## src/rtl/adc_readout_ctrl.sv

```systemverilog
module adc_readout_ctrl #(
  parameter int DATA_W           = 12,
  parameter int FRAME_CLKS       = 16,
  parameter int SCLK_LO_CYC      = 24,
  parameter int SCLK_HI_CYC      = 24,
  parameter int CS_IDLE_CYC      = 25,
  parameter int CONV_TIMEOUT_CYC = 1500,
  parameter int WAKE_CYC         = 400
) (
  input  logic              clk,
  input  logic              rst_n,
  input  logic              start,
  input  logic              sleep,
  output logic              busy,
  output logic              res_valid,
  output logic [DATA_W-1:0] res_data,
  output logic              timeout_err,
  output logic              adc_cs_n,
  output logic              adc_sclk,
  input  logic              adc_dout,
  output logic              adc_shdn_n
);
  localparam int CW = $clog2(CONV_TIMEOUT_CYC + 1);
  localparam int WW = $clog2(WAKE_CYC + 1);
  localparam int EW = $clog2(FRAME_CLKS + 1);
  localparam logic [1:0] S_IDLE = 2'd0, S_CONV = 2'd1, S_READ = 2'd2, S_GAP = 2'd3;

  logic [1:0]        state;
  logic [CW-1:0]     cnt;
  logic [WW-1:0]     wake_cnt;
  logic [EW-1:0]     edges;
  logic [DATA_W-1:0] shreg;
  logic              sclk_r, cs_n_r, dout_q;
  logic              eoc;

  assign eoc        = !dout_q && adc_dout;
  assign busy       = (state != S_IDLE) || sleep || (wake_cnt != '0);
  assign adc_sclk   = sclk_r;
  assign adc_cs_n   = cs_n_r;
  assign adc_shdn_n = !sleep;

  always_ff @(posedge clk) begin
    if (!rst_n)               wake_cnt <= '0;
    else if (sleep)           wake_cnt <= WW'(WAKE_CYC);
    else if (wake_cnt != '0)  wake_cnt <= wake_cnt - 1'b1;
  end

  always_ff @(posedge clk) begin
    if (!rst_n) begin
      state       <= S_IDLE;
      cnt         <= '0;
      edges       <= '0;
      shreg       <= '0;
      sclk_r      <= 1'b0;
      cs_n_r      <= 1'b1;
      dout_q      <= 1'b0;
      res_valid   <= 1'b0;
      res_data    <= '0;
      timeout_err <= 1'b0;
    end else begin
      dout_q    <= adc_dout;
      res_valid <= 1'b0;
      case (state)
        S_IDLE: if (start && !busy) begin
          cs_n_r      <= 1'b0;
          cnt         <= '0;
          timeout_err <= 1'b0;
          state       <= S_CONV;
        end
        S_CONV: begin
          cnt <= cnt + 1'b1;
          if (eoc) begin
            cnt   <= '0;
            edges <= '0;
            state <= S_READ;
          end else if (cnt == CW'(CONV_TIMEOUT_CYC - 1)) begin
            cs_n_r      <= 1'b1;
            timeout_err <= 1'b1;
            cnt         <= '0;
            state       <= S_GAP;
          end
        end
        S_READ: begin
          cnt <= cnt + 1'b1;
          if (!sclk_r && cnt == CW'(SCLK_LO_CYC - 1)) begin
            sclk_r <= 1'b1;
            cnt    <= '0;
            edges  <= edges + 1'b1;
            if (edges >= EW'(1) && edges <= EW'(DATA_W))
              shreg <= {shreg[DATA_W-2:0], adc_dout};
          end else if (sclk_r && cnt == CW'(SCLK_HI_CYC - 1)) begin
            sclk_r <= 1'b0;
            cnt    <= '0;
            if (edges == EW'(FRAME_CLKS)) begin
              cs_n_r    <= 1'b1;
              res_valid <= 1'b1;
              res_data  <= shreg;
              state     <= S_GAP;
            end
          end
        end
        default: begin
          cnt <= cnt + 1'b1;
          if (cnt == CW'(CS_IDLE_CYC - 1)) begin
            cnt   <= '0;
            state <= S_IDLE;
          end
        end
      endcase
    end
  end
endmodule


```

## config.mk

```make
export PLATFORM = sky130hd
export DESIGN_NAME = adc_readout_ctrl
export DESIGN_NICKNAME = d
export VERILOG_FILES = /design/src/rtl/adc_readout_ctrl.sv
export SDC_FILE = /design/constraint.sdc
export NUM_CORES = 1
export LEC_CHECK = 0
export BUFFER_PORTS_ARGS = -buffer_cell sky130_fd_sc_hd__clkbuf_2
export CAP_MARGIN = 5
export CORE_MARGIN = 2
export CORE_UTILIZATION = 51
export CTS_CLUSTER_SIZE = 25
export DETAILED_ROUTE_END_ITERATION = 16
export PLACE_DENSITY = 0.69
export SETUP_SLACK_MARGIN = 0.4
export SLEW_MARGIN = 25
export SYNTH_ARGS = -nofsm -noshare
export SYNTH_HDL_FRONTEND = slang
export SYNTH_SLANG_ARGS = --single-unit
export TNS_END_PERCENT = 5
```

## constraint.sdc

```tcl
create_clock -name clk -period 4.8 [get_ports clk]
set_input_delay 0.48 -clock clk [delete_from_list [all_inputs] [get_ports clk]]
set_output_delay 0.48 -clock clk [all_outputs]
set_load 0.01 [all_outputs]
```

==> run_results.csv <==
group,metric,value,unit
status,status,"finished, final reports clean",
global_route,grtUsageTotal,0.190,
sta,timing.fmax,370,MHz
setup_path,cp.required,4.97,ns
global_route,grt_pass1_vias,1884,
power_and_ir_drop,power_frac_seq,0.480,
logic_synthesis,ys_types,45,
cts,post-cts-setup-buffers,0,
setup_path,cp_max_fo,12,
setup_path,cp-start-kind,"register",
cts,htreeDepth,2,
global_route,antenna_found_initial,0,
power_and_ir_drop,p_int,0.709,mW
cts,clk_pin_slew_worst_paths,0.10,ns
cts,clock-sinks,56,
floorplan,die_h,75.7,um
logic_synthesis,yosysSeqAreaShare,0.428,
floorplan,start_util,0.519,
detailed_routing,vias,2079,
global_route,grt_overflow,0,
detailed_routing,ant_nets,0,
place,gp_congestion,0.896,
layout,regArea,1120,um^2
logic_synthesis,yosysWarnings,0,
sta,hold_viol_final,0,
layout,drive_above_1_share,0.110,
floorplan,design.die.area,5720,um^2
logic_synthesis,yosysMostFrequentCell,"dfxtp_1",
sta,worst_slew_pin_slew,0.979,ns
setup_path,critical_path.max_stage_delay,0.76,ns
min_path,hp-class,"in -> reg",
logic_synthesis,async_reset_ff_frac,0,
power_and_ir_drop,comb_power_share,0.275,
setup_path,crit_slowest_cell,"nand4_1",
global_route,grt_max_degree,34,
place,dp_hpwl,3460,um
cts,clk_latency,0.32,ns
cts,postCtsResizedCells,0,
setup_path,crit_buf_inv,0,
setup_path,worstPathCellList,"or4_4 -> nor4_1 -> nand4_1 -> mux2i_1 -> nor2_1",
cts,root_buffer,"clkbuf_8",
power_and_ir_drop,vdd_ir_drop_max,0.180,mV
layout,multi_input_area,1380,um^2
sta,fin_crit_sh,0.564,
layout,insertedDiodeCount,0,
flow_run,maxCapViolCount,0,
setup_path,crit_type,"reg -> reg",
logic_synthesis,ys_seq_elements,56,
logic_synthesis,synth_edf_count,0,
setup_path,cp_top_family,"simple AND/OR/NAND/NOR gates",
sta,setup_viol,0,
detailed_routing,drt_first_iter_violations,95,
layout,fillers,479,
logic_synthesis,synth_cells,291,
logic_synthesis,avgSynthCellArea,9.00,um^2
min_path,hold_path.startpoint,"adc_dout",
logic_synthesis,synth_ff_type,"dfxtp_1",
sta,min_period,2.71,ns
layout,syn_to_final_growth,8.79,%
detailed_routing,drt-pass1-iter-count,4,
setup_path,r2r_slack,2.09,ns
setup_path,worstPathArrival,2.88,ns
sta,maxSlewViolCount,0,
cts,clockBufferDepth,2,
setup_path,crit_path_start,"cnt[7]",
floorplan,ioPinCount,23,
sta,fin_skew,0.00937,ns
detailed_routing,wl_per_cell,13.1,um
logic_synthesis,yosys-top-cells-count,"dfxtp_1 (56), nor2_1 (52), mux2i_1 (27)",
detailed_routing,viasPerCell,5.47,
power_and_ir_drop,switchingPower,0.370,mW
power_and_ir_drop,p_per_area,379,nW/um^2
cts,cts_tree,"yes",
logic_synthesis,netlist_top_cells_area,"dfxtp_1 (43%), mux2i_1 (10%), nor2_1 (7.5%)",
sta,relSlewSlack,0.347,
detailed_routing,route.detailed.drc,0,
power_and_ir_drop,clockPowerShare,0.245,
floorplan,core_area,5040,um^2
power_and_ir_drop,swShare,0.342,
floorplan,row_count,26,
setup_path,rr_startpoint,"cnt[7]",
power_and_ir_drop,p_leak,1.24,nW
logic_synthesis,synth_top_area_cell,"dfxtp_1",
detailed_routing,wl,4990,um
logic_synthesis,netlist_area,2620,um^2
cts,ctsHoldBuffers,0,
sta,tns,0,ns
layout,final_net_count,324,
global_route,grt_pass1_wl,8290,um
place,port_buffers,22,
cts,numCtsBuffers,5,
setup_path,cp-end-kind,"register",
logic_synthesis,synth_nets,306,
sta,rsz0062_at_grt,"false",
sta,hold-worst-slack,0.409,ns
logic_synthesis,synth_top_cell_area_share,0.428,
floorplan,die_w,75.7,um
==> worst reg2reg max path: stages, from the launching register on <==
cell and delay (ns):
dfxtp_1 0.37, or4_4 0.57, nor4_1 0.42, nand4_1 0.76
mux2i_1 0.38, nor2_1 0.07
==> through the flow <==
step / std cells / area, um^2 / worst slack [ns] / utilization / power (mW)
global placement: 372 / 2760 / 2.21 / 0.547 / 0.824
CTS: 380 / 2850 / 2.08 / 0.565 / 1.09
finish: 380 / 2850 / 2.09 / 0.565 / 1.08
global route: 380 / 2850 / 1.83 / 0.565 / 1.15
detailed placement: 372 / 2760 / 2.11 / 0.547 / 0.826
floorplan: 291 / 2620 / 2.46 / - / 0.761
==> final cells by class <==
cell class	instances	area share
timing repair buffer	22	0.0386
tap	70	0.0307
inverter	16	0.0211
clock buffer	5	0.0242
sequential	56	0.394
multi-input combinational	208	0.484
clock inverter	3	0.00747
==> placed cells by master (no fill, tap or decap), types with 3 or more instances in the layout <==
master,instances
inv_1,16
a31oi_1,4
nor4_1,4
mux2i_1,27
nand2_1,19
clkbuf_2,22
nand3_1,12
or4b_1,3
or4_1,4
o41ai_1,3
xor2_1,6
nor3_1,4
nand4_1,5
clkbuf_8,5
nor2_1,52
nand2b_1,3
xnor2_1,9
o21ai_0,5
dfxtp_1,56
ha_1,10
a21oi_1,8
==> cell families after synthesis <==
logic type                 after synthesis  synth area share
xor gates and xnor gates                15            0.0502
DFF                                     56             0.428
and+or+nand+nor                        119             0.226
AOI/OAI and AO/OA                       37             0.100
adders and majority gates               10            0.0478
buffers and inverters                   27            0.0449
muxes                                   27             0.103
==> final timing paths <==
check / end / depth (start not counted)
setup reg to reg: shreg[6] / 5
hold / removal: dout_q / 2
setup / recovery: shreg[6] / 5
hold reg to reg: cnt[1] / 2
==> registers in the layout (all words and copies together) (netlist names) <==
signal       count
adc_cs_n         1
state            2
timeout_err      1
adc_sclk         1
cnt             11
wake_cnt         9
shreg           12
dout_q           1
res_valid        1
edges            5
res_data        12
==> power groups by stage <==
stage	logic (mW)	registers, mW	clock network, mW
global placement	0.297	0.527	0
floorplan	0.236	0.525	0
global route	0.338	0.522	0.293
detailed placement	0.298	0.528	0
CTS	0.300	0.518	0.273
finish	0.296	0.518	0.264
==> per-layer routing <==
layer,vias to the layer above,global-route usage,wire length [um]
met4,0,0.0468,51
li1,1059,-,-
met3,6,0.0595,263
met1,977,0.244,2370
met5,-,0,0
met2,37,0.311,2310
Note: power is estimated with default switching activity, not from simulation.
